## src/rtl/hostbus_rx.sv

```systemverilog
module hostbus_rx #(
  parameter int DW = 8
) (
  input  logic          clk,
  input  logic          rst_n,
  input  logic [2:0]    bus_mode,
  input  logic          host_cs_n,
  input  logic          host_dc,
  input  logic          host_wr_rw,
  input  logic          host_rd_en,
  input  logic [DW-1:0] host_d_i,
  output logic [DW-1:0] host_d_o,
  output logic          host_d_oe,
  input  logic [DW-1:0] rb_byte,
  output logic          rx_valid,
  output logic [DW-1:0] rx_byte,
  output logic          rx_is_data
);
  localparam int PW = DW + 4;
  localparam int CW = $clog2(DW + 1);
  localparam logic [CW-1:0] LAST4 = CW'(DW - 1);
  localparam logic [CW-1:0] LAST3 = CW'(DW);
  localparam logic [PW-1:0] IDLE  = {1'b1, 1'b0, 1'b1, 1'b1, {DW{1'b0}}};

  logic m8080, m6800, mspi4, mspi3;
  assign m8080 = bus_mode == 3'b110;
  assign m6800 = bus_mode == 3'b100;
  assign mspi4 = bus_mode == 3'b000;
  assign mspi3 = bus_mode == 3'b001;

  logic [PW-1:0] meta, sync;
  always_ff @(posedge clk or negedge rst_n)
    if (!rst_n) begin
      meta <= IDLE;
      sync <= IDLE;
    end else begin
      meta <= {host_cs_n, host_dc, host_wr_rw, host_rd_en, host_d_i};
      sync <= meta;
    end

  logic s_cs_n, s_dc, s_wr, s_rd;
  logic [DW-1:0] s_d;
  assign {s_cs_n, s_dc, s_wr, s_rd, s_d} = sync;

  logic p_wr, p_rd, p_sck;
  always_ff @(posedge clk or negedge rst_n)
    if (!rst_n) begin
      p_wr  <= 1'b1;
      p_rd  <= 1'b1;
      p_sck <= 1'b0;
    end else begin
      p_wr  <= s_wr;
      p_rd  <= s_rd;
      p_sck <= s_d[0];
    end

  logic wr_rise, en_fall, sck_rise;
  assign wr_rise  = m8080 & ~p_wr & s_wr;
  assign en_fall  = m6800 & p_rd & ~s_rd & ~s_wr;
  assign sck_rise = (mspi4 | mspi3) & ~p_sck & s_d[0];

  logic [DW-2:0] shreg;
  logic [CW-1:0] bitcnt;
  logic          flag3;
  logic [DW-1:0] shifted;
  assign shifted = {shreg, s_d[1]};

  always_ff @(posedge clk or negedge rst_n)
    if (!rst_n) begin
      rx_valid   <= 1'b0;
      rx_byte    <= '0;
      rx_is_data <= 1'b0;
      shreg      <= '0;
      bitcnt     <= '0;
      flag3      <= 1'b0;
    end else begin
      rx_valid <= 1'b0;
      if (s_cs_n) begin
        bitcnt <= '0;
      end else if (wr_rise | en_fall) begin
        rx_valid   <= 1'b1;
        rx_byte    <= s_d;
        rx_is_data <= s_dc;
      end else if (sck_rise) begin
        if (mspi3 && bitcnt == '0) begin
          flag3  <= s_d[1];
          bitcnt <= bitcnt + 1'b1;
        end else begin
          shreg <= shifted[DW-2:0];
          if ((mspi4 && bitcnt == LAST4) || (mspi3 && bitcnt == LAST3)) begin
            rx_valid   <= 1'b1;
            rx_byte    <= shifted;
            rx_is_data <= mspi4 ? s_dc : flag3;
            bitcnt     <= '0;
          end else begin
            bitcnt <= bitcnt + 1'b1;
          end
        end
      end
    end

  assign host_d_oe = ~host_cs_n & ((m8080 & ~host_rd_en) | (m6800 & host_wr_rw & host_rd_en));
  assign host_d_o  = rb_byte;
endmodule


```

## config.mk

```make
export PLATFORM = sky130hd
export DESIGN_NAME = hostbus_rx
export DESIGN_NICKNAME = d
export VERILOG_FILES = /design/src/rtl/hostbus_rx.sv
export SDC_FILE = /design/constraint.sdc
export NUM_CORES = 1
export LEC_CHECK = 0
export BUFFER_PORTS_ARGS = -buffer_cell sky130_fd_sc_hd__buf_2
export CORE_MARGIN = 3
export CORE_UTILIZATION = 47
export DETAILED_ROUTE_END_ITERATION = 8
export PLACE_DENSITY = 0.72
export SLEW_MARGIN = 20
export SYNTH_ARGS = -nofsm -noshare
export SYNTH_HDL_FRONTEND = slang
export SYNTH_SLANG_ARGS = --single-unit
export TNS_END_PERCENT = 100
```

## constraint.sdc

```tcl
create_clock -name clk -period 1.8 [get_ports clk]
set_input_delay 0.09 -clock clk [delete_from_list [all_inputs] [get_ports clk]]
set_output_delay 0.09 -clock clk [all_outputs]
set_load 0.1 [all_outputs]
```

After elaboration in Yosys (flattened, before gate mapping):

Index checks and enable logic that the tools add are counted.

* register bits: 49
* bits of input ports: 25
* output and inout port bits: 19
* logic and storage cells: 74

* $add $sub $neg: 1
* eq/ne operators: 7
* mux-type cells: 19
* bitwise logic cells: 23
* reductions and logical operators: 13

Operators with widths (number)
* $mux 8: 4
* $mux 4: 5
* $reduce_and 4->1: 3
* $and 1x1->1: 11
* $mux 1: 10
* $not 1->1: 9
* $eq 3x3->1 const B: 2
* $reduce_bool 2->1: 3
* $add 4x1->4 const B: 1
* $eq 4x3->1 const B: 1
* $eq 4x4->1 const B: 1
* $logic_not 4->1: 1
* $ne 2x2->1 const B: 2
* $eq 3x1->1 const B: 1
* $logic_and 1x1->1: 3
* $logic_not 3->1: 1
* $or 1x1->1: 3
* $reduce_and 2->1: 1
* $logic_or 1x1->1: 1

Depth between registers and ports, before layout:

* depth after elaboration: 8
* gate-level depth with buffers: 7
* depth with buffers taken out: 6

Least setup slack after synthesis:

No wires, ideal clock.

* kind: input to output
* start point: in bus_mode[1]
* end point: out host_d_oe
* arrival: 2.711 ns
* required time: 1.710 ns
* path slack: -1.001 ns
* stages on the path: 3
* path buffers: 1
* cells stage by stage: buf_6 mux2_2 nor3b_1

* word-level cells in the longest chain between the ends: 5
* elaborated cells on any way between the ends: 7
* classes of those cells: eq/ne (2); bitwise (5)

Ends and longest elaborated chain
* from (decl): line 6 `input logic [2:0] bus_mode,`
* $eq 3x3->1: line 27 `assign m6800 = bus_mode == 3'b100;`
* $and 1x1->1 (2 in series): line 102 `assign host_d_oe = ~host_cs_n & ((m8080 & ~host_rd_en) | (m6800 & host_wr_rw & host_rd_en));`
* $or 1x1->1 *: line 102
* $and 1x1->1 *: line 102
* to (decl): line 13 `output logic host_d_oe,`

Mark *: on every way between the ends. The rest lies on a longest branch, timed or not.

Worst setup path after layout:

* start point: reg bitcnt[0]
* end point: reg rx_byte[1]

* word-level cells in the longest chain between the ends: 5
* elaborated cells on any way between the ends: 10
* classes of those cells: eq/ne (3); reduce/logical (7)

Ends and longest elaborated chain
* from (decl): line 63 `logic [CW-1:0] bitcnt;`
* from (signal assigned): line 87 `bitcnt <= bitcnt + 1'b1;`
* from (signal assigned): line 96 `bitcnt <= bitcnt + 1'b1;`
* $eq 4x3->1 or $eq 4x4->1 (tied branches): line 90 `if ((mspi4 && bitcnt == LAST4) || (mspi3 && bitcnt == LAST3)) begin`
* $logic_and 1x1->1: line 90
* $logic_or 1x1->1: line 90
* $reduce_bool 2->1 (no source line)
* $reduce_and 4->1 (no source line) *
* to (signal assigned): line 92 `rx_byte <= shifted;`
* to (decl): line 16 `output logic [DW-1:0] rx_byte,`

Marked as above.
A chain may end at the register's enable or synchronous reset.

==> flow_summary.ini <==
[run_status]
status = complete, but fails checks
violations = setup timing

[worst_setup_path]
reg2reg_slack_ps = -80
cp_num_buf_inv = 2
worstPathRequired_ps = 1990
start_kind = flip-flop
critical_path.max_fanout = 5
cpMaxStageDelayCell = dfrtp_1
cp_top_family = flip-flops
cp_data_arrival_time_ps = 2070
path_cells = inv_2 -> ha_4 -> and4_1 -> or2_4 -> a21oi_4 -> clkbuf_16 -> mux2_4
crit_type = reg2reg
cp_slowest_stage_delay_ps = 440
end_kind = flip-flop

[detailed_routing]
wl_per_cell_um = 15.8
drc = 0
drtPass1Iterations = 4
antenna_left = 0
viasPerCell = 5.11
vias = 1154
routed_wl_um = 3560
drtIter0Drc = 86

[sta]
finalMaxSlewViolations = 0
min_period_ps = 1880
fmax_mhz = 531
max-slew-margin-rel_pct = 60.2
tightest_slew_ps = 597
finalHoldViolCount = 0
rsz0062_at_grt = true
skew_ps = 7.82
timing.final.ws_setup_ps = -82.4
final.period_utilization_pct = 105
fin_tns_setup_ps = -579
finalSetupViolCount = 9

[placed_design]
portBuffers = 27
place_ws_ps = -45.8
hpwl_um = 2210
dpl-instance-area_mm2 = 0.00213
place_congestion = 0.784

[global_routing]
antenna_found_initial = 0
grt_pass1_vias = 1176
track_usage_pct = 15.1
grt_max_degree = 50
grt_pass1_wl_um = 5750
grt-ovfl-total = 0

[clock_network]
cts_root_buffer = clkbuf_8
clk-insertion-delay-late_ps = 300
cts_max_level = 2
clock_path_buffers = 2
cts_tree = yes
clk_pin_slew_ps = 80
cts_buffers = 5
clock-sinks = 49

[floorplan]
die_area_mm2 = 0.00485
rows = 22
start_util_pct = 50.4
die-height_um = 69.6
io_pins = 44
core_mm2 = 0.00377
die_x_um = 69.6

[synth]
yosysUniqueCellTypes = 30
syn_inst = 127
synth.area.top_cells = dfrtp_1 54%, mux2_2 16%, dfstp_2 11%
synthFlopType = dfrtp_1
async_reset_ff_share_pct = 100
synth-seq-cells = 49
syn_avg_cell_area_um2 = 15.0
synth_top_cell_area_share_pct = 53.9
synth.largest_area_cell = dfrtp_1
synth_edf_count = 0
synth_warnings = 0
yosysSeqAreaShare_pct = 65.0
syn-num-nets = 154
syn_area_mm2 = 0.00190

[final_layout]
diodes = 0
fin_area_mm2 = 0.00247
areaGrowthSynthToFinish_pct = 29.8
fillers = 266
drive_gt1_share_pct = 55.6
fin_nets = 204

[pwr]
power_mw = 2.22
pwr_density_cell_mw_per_mm2 = 900
ir_worst_vdd_mv = 0.757
p_leak_nw = 1.19

[run]
cap_violations = 0

[min_path]
hold_class = in2out
power by group:
part | internal [mW] | total [mW] | switching (mW) | leakage (nW)
registers | 1.18 | 1.22 | 0.0389 | 0.604
logic | 0.132 | 0.382 | 0.250 | 0.546
clock network | 0.275 | 0.622 | 0.347 | 0.0385
total | 1.59 | 2.22 | 0.636 | 1.19
routing by layer:
layer	track usage, %	vias to the layer above	part of all wire [%]
met2	24.5	35	49
met5	0	-	0
li1	-	535	-
met3	5.65	12	5.4
met1	18.3	572	43
met4	6.17	0	2.1
cell type report:
cell class	count	area [um^2]	share of cell area, %
multi-input combinational	64	669	27.1
sequential	49	1240	50.1
clock inverter	1	7.51	0.304
clock buffer	7	76.3	3.09
tap	48	60.1	2.43
inverter	3	11.3	0.456
timing repair buffer	54	407	16.5
worst register-to-register path, delay by kind of cell (launching register included):
family / cells / cell delay [ps]
buffers and inverters: 2 / 260
AOI/OAI and AO/OA: 1 / 200
muxes: 1 / 290
and+or+nand+nor: 2 / 410
adders and majority gates: 1 / 160
DFF: 1 / 440
per-stage QoR:
stage | std cells | utilization, % | hold WS [ps]
2_1_floorplan | 127 | - | -206
3_5_place_dp | 197 | 56.5 | 181
6_report | 226 | 65.5 | 180
5_1_grt | 226 | 65.5 | 180
4_1_cts | 220 | 63.0 | 181
3_3_place_gp | 197 | 56.5 | 181
cells by family after synthesis:
family | synth area share, %
fa+ha+maj | 1.32
flops | 65.0
buf+inv | 5.33
simple gates | 8.75
mux | 16.0
compound gates | 3.62
cell usage after synthesis (3+ instances only):
cell / n
mux2_2: 27
dfrtp_1: 41
nand2_1: 4
dfstp_2: 8
inv_1: 3
a21oi_1: 3
buf_4: 9
nor2_1: 3
state kept, by name (all words and copies together) (netlist names):
register,count
bitcnt,4
flag3,1
meta,12
p_rd,1
p_sck,1
p_wr,1
rx_byte,8
rx_is_data,1
rx_valid,1
shreg,7
sync,12
timing repair:
action	in CTS	in global routing
endpoints found under the hold margin	53	0
endpoints found under the setup margin	9	18
buffers inserted	2	5
gates resized for setup	3	10
pin swaps	1	4
cloned	0	1
hold buffers	13	0
layout by cell type, fill, tap and decap left out, types with 2 or more instances in the layout:
cell	n
a21oi_1	3
buf_2	26
buf_4	11
clkbuf_1	2
clkbuf_8	5
dfrtp_1	40
dfstp_2	8
dlygate4sd3_1	13
inv_2	2
mux2_2	17
mux2_4	10
nand2_1	4
nand3_1	2
nor2_1	2
nor2b_1	2
nor3_1	2
worst paths after layout:
| kind | from | endpoint | depth (start not counted) |
|---|---|---|---|
| worst max-delay path | bitcnt[0] | rx_byte[1] | 7 |
| worst min-delay path | rb_byte[0] | host_d_o[0] | 0 |
| worst max register to register | bitcnt[0] | rx_byte[1] | 7 |
| worst min register to register | meta[2] | sync[2] | 0 |
| max in group asynchronous | rst_n | bitcnt[1] | 3 |
| min in group asynchronous | rst_n | rx_byte[6] | 3 |
No activity file was read; power rests on OpenSTA's default activity.
